## src/rtl/eoi_trk_pkg.sv

```systemverilog
package eoi_trk_pkg;
  localparam int MAX_DEST = 16;
  localparam int IDX_W    = 4;

  // Strobes from control to datapath; at most one of load/dropBit/raiseBit per cycle.
  typedef struct packed {
    logic             clrAll;
    logic             load;
    logic             dropBit;
    logic             raiseBit;
    logic [IDX_W-1:0] bitIdx;
  } trkStrobe_t;
endpackage

```

## src/rtl/eoi_trk_dpath.sv

```systemverilog
module eoi_trk_dpath
  import eoi_trk_pkg::*;
#(
  parameter int NUM_DEST = 8,
  parameter int DEST_W   = 3,
  parameter int CNT_W    = 4
) (
  input  logic                clk,
  input  logic                rstN,
  input  trkStrobe_t          st,
  input  logic [NUM_DEST-1:0] delivMask,
  input  logic [CNT_W-1:0]    delivCount,
  input  logic                delivOk,
  input  logic [DEST_W-1:0]   eoiDest,
  input  logic [DEST_W-1:0]   resyncDest,
  output logic [NUM_DEST-1:0] owedMap,
  output logic [CNT_W-1:0]    pendCount,
  output logic                countZero,
  output logic                eoiBit,
  output logic                rsBit
);
  localparam logic [CNT_W-1:0] CNT_MAX = '1;

  logic [DEST_W-1:0] idx;
  assign idx = st.bitIdx[DEST_W-1:0];

  always_ff @(posedge clk or negedge rstN) begin
    if (!rstN) begin
      owedMap   <= '0;
      pendCount <= '0;
    end else if (st.clrAll) begin
      owedMap   <= '0;
      pendCount <= '0;
    end else if (st.load) begin
      owedMap   <= delivMask;
      pendCount <= delivOk ? delivCount : '0;
    end else if (st.dropBit) begin
      owedMap[idx] <= 1'b0;
      pendCount    <= pendCount - 1'b1;
    end else if (st.raiseBit) begin
      owedMap[idx] <= 1'b1;
      pendCount    <= (pendCount == CNT_MAX) ? pendCount : pendCount + 1'b1;
    end
  end

  assign countZero = (pendCount == '0);
  assign eoiBit    = owedMap[eoiDest];
  assign rsBit     = owedMap[resyncDest];
endmodule

```

## src/rtl/eoi_trk_ctrl.sv

```systemverilog
module eoi_trk_ctrl
  import eoi_trk_pkg::*;
#(
  parameter int NUM_DEST = 8,
  parameter int DEST_W   = 3
) (
  input  logic                clk,
  input  logic                rstN,
  input  logic                clearReq,
  input  logic                delivValid,
  input  logic                eoiValid,
  input  logic [DEST_W-1:0]   eoiDest,
  input  logic                resyncValid,
  input  logic [DEST_W-1:0]   resyncDest,
  input  logic [NUM_DEST-1:0] destPending,
  input  logic                countZero,
  input  logic                eoiBit,
  input  logic                rsBit,
  output trkStrobe_t          st,
  output logic                busy,
  output logic                startErr
);
  localparam logic [DEST_W-1:0] LAST_IDX = DEST_W'(NUM_DEST - 1);

  logic [DEST_W-1:0] walkIdx, walkIdxNext;
  logic busyNext, errNext;

  always_comb begin
    st          = '0;
    busyNext    = busy;
    walkIdxNext = walkIdx;
    errNext     = 1'b0;
    if (clearReq) begin
      st.clrAll = 1'b1;
      busyNext  = 1'b0;
    end else if (busy) begin
      st.raiseBit = destPending[walkIdx];
      st.bitIdx   = IDX_W'(walkIdx);
      if (walkIdx == LAST_IDX) busyNext = 1'b0;
      else                     walkIdxNext = walkIdx + 1'b1;
    end else if (delivValid) begin
      if (countZero) st.load = 1'b1;
      else           errNext = 1'b1;
    end else if (eoiValid && eoiBit) begin
      if (countZero) begin
        st.clrAll   = 1'b1;
        busyNext    = 1'b1;
        walkIdxNext = '0;
      end else begin
        st.dropBit = 1'b1;
        st.bitIdx  = IDX_W'(eoiDest);
      end
    end else if (resyncValid && (rsBit != destPending[resyncDest])) begin
      st.bitIdx = IDX_W'(resyncDest);
      if (!rsBit) begin
        st.raiseBit = 1'b1;
      end else if (countZero) begin
        st.clrAll   = 1'b1;
        busyNext    = 1'b1;
        walkIdxNext = '0;
      end else begin
        st.dropBit = 1'b1;
      end
    end
  end

  always_ff @(posedge clk or negedge rstN) begin
    if (!rstN) begin
      busy     <= 1'b0;
      walkIdx  <= '0;
      startErr <= 1'b0;
    end else begin
      busy     <= busyNext;
      walkIdx  <= walkIdxNext;
      startErr <= errNext;
    end
  end
endmodule

```

## src/rtl/eoi_owed_tracker.sv

```systemverilog
module eoi_owed_tracker
  import eoi_trk_pkg::*;
#(
  parameter  int NUM_DEST = 8,
  localparam int DEST_W   = (NUM_DEST > 1) ? $clog2(NUM_DEST) : 1,
  localparam int CNT_W    = $clog2(NUM_DEST + 1)
) (
  input  logic                clk,
  input  logic                rstN,
  input  logic                clearReq,
  input  logic                delivValid,
  input  logic [NUM_DEST-1:0] delivMask,
  input  logic [CNT_W-1:0]    delivCount,
  input  logic                delivOk,
  input  logic                eoiValid,
  input  logic [DEST_W-1:0]   eoiDest,
  input  logic                resyncValid,
  input  logic [DEST_W-1:0]   resyncDest,
  input  logic [NUM_DEST-1:0] destPending,
  output logic                coalesced,
  output logic                busy,
  output logic                startErr,
  output logic [CNT_W-1:0]    pendCount,
  output logic [NUM_DEST-1:0] owedMap
);
  trkStrobe_t st;
  logic countZero, eoiBit, rsBit;

  eoi_trk_ctrl #(.NUM_DEST(NUM_DEST), .DEST_W(DEST_W)) uCtrl (
    .clk(clk), .rstN(rstN), .clearReq(clearReq), .delivValid(delivValid),
    .eoiValid(eoiValid), .eoiDest(eoiDest), .resyncValid(resyncValid),
    .resyncDest(resyncDest), .destPending(destPending), .countZero(countZero),
    .eoiBit(eoiBit), .rsBit(rsBit), .st(st), .busy(busy), .startErr(startErr)
  );

  eoi_trk_dpath #(.NUM_DEST(NUM_DEST), .DEST_W(DEST_W), .CNT_W(CNT_W)) uDpath (
    .clk(clk), .rstN(rstN), .st(st), .delivMask(delivMask),
    .delivCount(delivCount), .delivOk(delivOk), .eoiDest(eoiDest),
    .resyncDest(resyncDest), .owedMap(owedMap), .pendCount(pendCount),
    .countZero(countZero), .eoiBit(eoiBit), .rsBit(rsBit)
  );

  assign coalesced = !countZero;
endmodule

```

## config.mk

```make
export PLATFORM = sky130hd
export DESIGN_NAME = eoi_owed_tracker
export DESIGN_NICKNAME = d
export VERILOG_FILES = /design/src/rtl/eoi_trk_pkg.sv /design/src/rtl/eoi_trk_dpath.sv /design/src/rtl/eoi_trk_ctrl.sv /design/src/rtl/eoi_owed_tracker.sv
export SDC_FILE = /design/constraint.sdc
export NUM_CORES = 1
export LEC_CHECK = 0
export ABC_AREA = 1
export BUFFER_PORTS_ARGS = -buffer_cell sky130_fd_sc_hd__buf_2
export CORE_MARGIN = 2
export CORE_UTILIZATION = 59
export CTS_BUF_LIST = sky130_fd_sc_hd__clkbuf_8
export CTS_CLUSTER_DIAMETER = 30
export DETAILED_ROUTE_END_ITERATION = 16
export GPL_ROUTABILITY_DRIVEN = 0
export PLACE_DENSITY = 0.89
export RECOVER_POWER = 25
export SLEW_MARGIN = 20
export SYNTH_ARGS = -nofsm -noshare
export SYNTH_HDL_FRONTEND = slang
export SYNTH_HIERARCHICAL = 1
export SYNTH_SLANG_ARGS = --single-unit
```

## constraint.sdc

```tcl
create_clock -name clk -period 5.35 [get_ports clk]
set_input_delay 1.605 -clock clk [delete_from_list [all_inputs] [get_ports clk]]
set_output_delay 1.605 -clock clk [all_outputs]
set_load 0.1 [all_outputs]
```

==> impl_metrics.tcl <==
set metrics [dict create \
    peakVddDrop_v 0.000344 \
    antenna_cells 0 \
    dpl.hpwl_um 3420 \
    min_from "uCtrl/walkIdx[2]$_DFFE_PN0P_" \
    maxCapViolations 0 \
    hold-path-cell-count 2 \
    worstReg2RegStart "uDpath/pendCount[0]$_DFFE_PN0P_" \
    p_per_area_nw_per_um2 401 \
    drc 0 \
    rsz0062_at_grt "false" \
    hold_slack_ns 0.557 \
    path_clk_slew_ns 0.07 \
    r2r_setup_slack_ns 2.69 \
    die-area_um2 3390 \
    final_nets 361 \
    core_um2 2780 \
    multi_input_area_um2 1110 \
    skew_ns 0.00640 \
    routed_wl_um 4480 \
    synth-warning-count 6 \
    insertion_delay_ns 0.25 \
    cp.arrival_ns 3.74 \
    drive_above_1_share 0.264 \
    power_leakage_nw 1.15 \
    drtIter0Drc 146 \
    ant_nets 0 \
    post-route-util 0.731 \
    cp_slowest_cell "ha_1" \
    syn_avg_cell_area_um2 6.35 \
    hold_end "uCtrl/walkIdx[2]$_DFFE_PN0P_" \
    vias 1968 \
    cp_slowest_stage_delay_ns 0.27 \
    critPathMostFrequentCell "nand2_1" \
    cp_cell_sequence "buf_2, a21oi_1, o21ai_0, o21ai_0, nand2_1, nand2_1, nand3_1, nand2_1, nor3b_1, buf_4, ha_1, or2_1, nand3_1, nand3_1, nand2_1, nand2_1" \
    fillCellCount 241 \
    max-slew-margin-rel 0.351 \
    finalCritPeriodShare 0.671 \
    worstHoldPathType "reg2reg" \
    cts-root-buf "clkbuf_8" \
    setup_violations 0 \
    finalSetupTns_ns 0 \
    regArea_um2 425 \
    first_global_vias 1840 \
    drtPass1Iterations 5 \
    cts_tree "done" \
    std_cell_rows 19 \
    htreeDepth 1 \
    cts_hold_buf 0 \
    cts_made_buffers 3 \
    required_ns 5.50 \
    syn-instance-count 273 \
    start_util 0.623 \
    fin_crit_ns 3.59 \
    viasPerCell 5.58 \
    start_kind "input pin" \
    critPathMaxFanout 13 \
    grt_use_total 0.288 \
    cp_top_family "simple AND/OR/NAND/NOR gates" \
    slew_violations 0 \
    endpoint_kind "flip-flop" \
    r2r_end "uDpath/pendCount[3]$_DFFE_PN0P_" \
    die_y_um 58.2 \
    area_growth_pct 17.2 \
    path_depth 16 \
    synth_nets 311 \
    final_area_um2 2030 \
    io_pins 48 \
    status "complete, no violations" \
    antenna_found_initial 0 \
    ctsResizeCount 0 \
    die_x_um 58.2 \
    crit_type "in2reg" \
    wl_per_cell_um 12.7 \
    grt_max_degree 18 \
    post_cts_buffers 0 \
    ff2ff_path_depth 11 \
    worstMarginPinSlew_ns 0.973 \
    netlist_area_um2 1730 \
    max_freq_mhz 278 \
    grt.overflow.total 0 \
    port_buffers 47 \
    dpl_cell_area_um2 1990 \
    clkSinkCount 17 \
    grt_pass1_wl_um 7630 \
    clockBufferDepth 2 \
    critPathBufInv 2 \
    finalHoldViolCount 0 \
]
power breakdown:
group / total, mW / switching (mW) / internal [mW] / leakage, nW
logic: 0.520 / 0.403 / 0.117 / 0.889
registers: 0.202 / 0.0465 / 0.156 / 0.232
clock network: 0.0933 / 0.0424 / 0.0508 / 0.0269
total: 0.815 / 0.492 / 0.324 / 1.15
placed cells by master (no fill, tap or decap), drive strengths merged, types with 4 or more instances in the layout:
cell	instances
nand2	81
inv	43
o21ai	32
nand4	5
nand3	28
nor2	30
ha	4
a21oi	10
dfrtp	17
o211ai	4
clkbuf	4
buf	48
nor3	4
metrics by stage:
stage,cells,setup WS [ns],power (mW)
5_1_grt,353,1.50,0.875
3_5_place_dp,349,1.51,0.721
2_1_floorplan,273,1.80,0.618
3_3_place_gp,349,1.69,0.709
4_1_cts,353,1.77,0.815
6_report,353,1.76,0.815
how the worst max path moves through the flow:
stage / from / to / slack, ns
global route: resyncDest[0] / uDpath/pendCount[3]$_DFFE_PN0P_ / 1.50
detailed placement: resyncDest[0] / uDpath/pendCount[3]$_DFFE_PN0P_ / 1.51
CTS: resyncDest[0] / uDpath/pendCount[3]$_DFFE_PN0P_ / 1.77
global placement: resyncDest[0] / uDpath/pendCount[3]$_DFFE_PN0P_ / 1.69
floorplan: resyncDest[0] / uDpath/pendCount[3]$_DFFE_PN0P_ / 1.80
finish: resyncDest[0] / uDpath/pendCount[3]$_DFFE_PN0P_ / 1.76
state kept, by name, indices dropped and copies added, names as in the netlist:
name and count:
uDpath/owedMap 8, uDpath/pendCount 4, uCtrl/walkIdx 3, uCtrl/busy 1, uCtrl/startErr 1
worst reg2reg max path: cells and delay by family, from the launching register on:
kind	cells	cell delay, ns
buffers and inverters	2	0.45
AND/OR/NAND/NOR	8	1.36
adder cells (fa/ha/maj)	1	0.31
flip-flops	1	0.46
layer usage:
metal,global-route usage,share of wire,vias to the layer above
met5,0,0,-
li1,-,-,997
met2,0.485,0.50,73
met1,0.384,0.44,896
met4,0.110,0.0060,0
met3,0.0246,0.061,2
layout make-up:
type / count / share of cell area
Clock inverter: 1 / 0.00185
Inverter: 42 / 0.0788
Multi-Input combinational cell: 210 / 0.548
Sequential cell: 17 / 0.209
Tap cell: 31 / 0.0191
Clock buffer: 3 / 0.0203
Timing Repair Buffer: 49 / 0.123
Power figures use the tool's default switching activity.
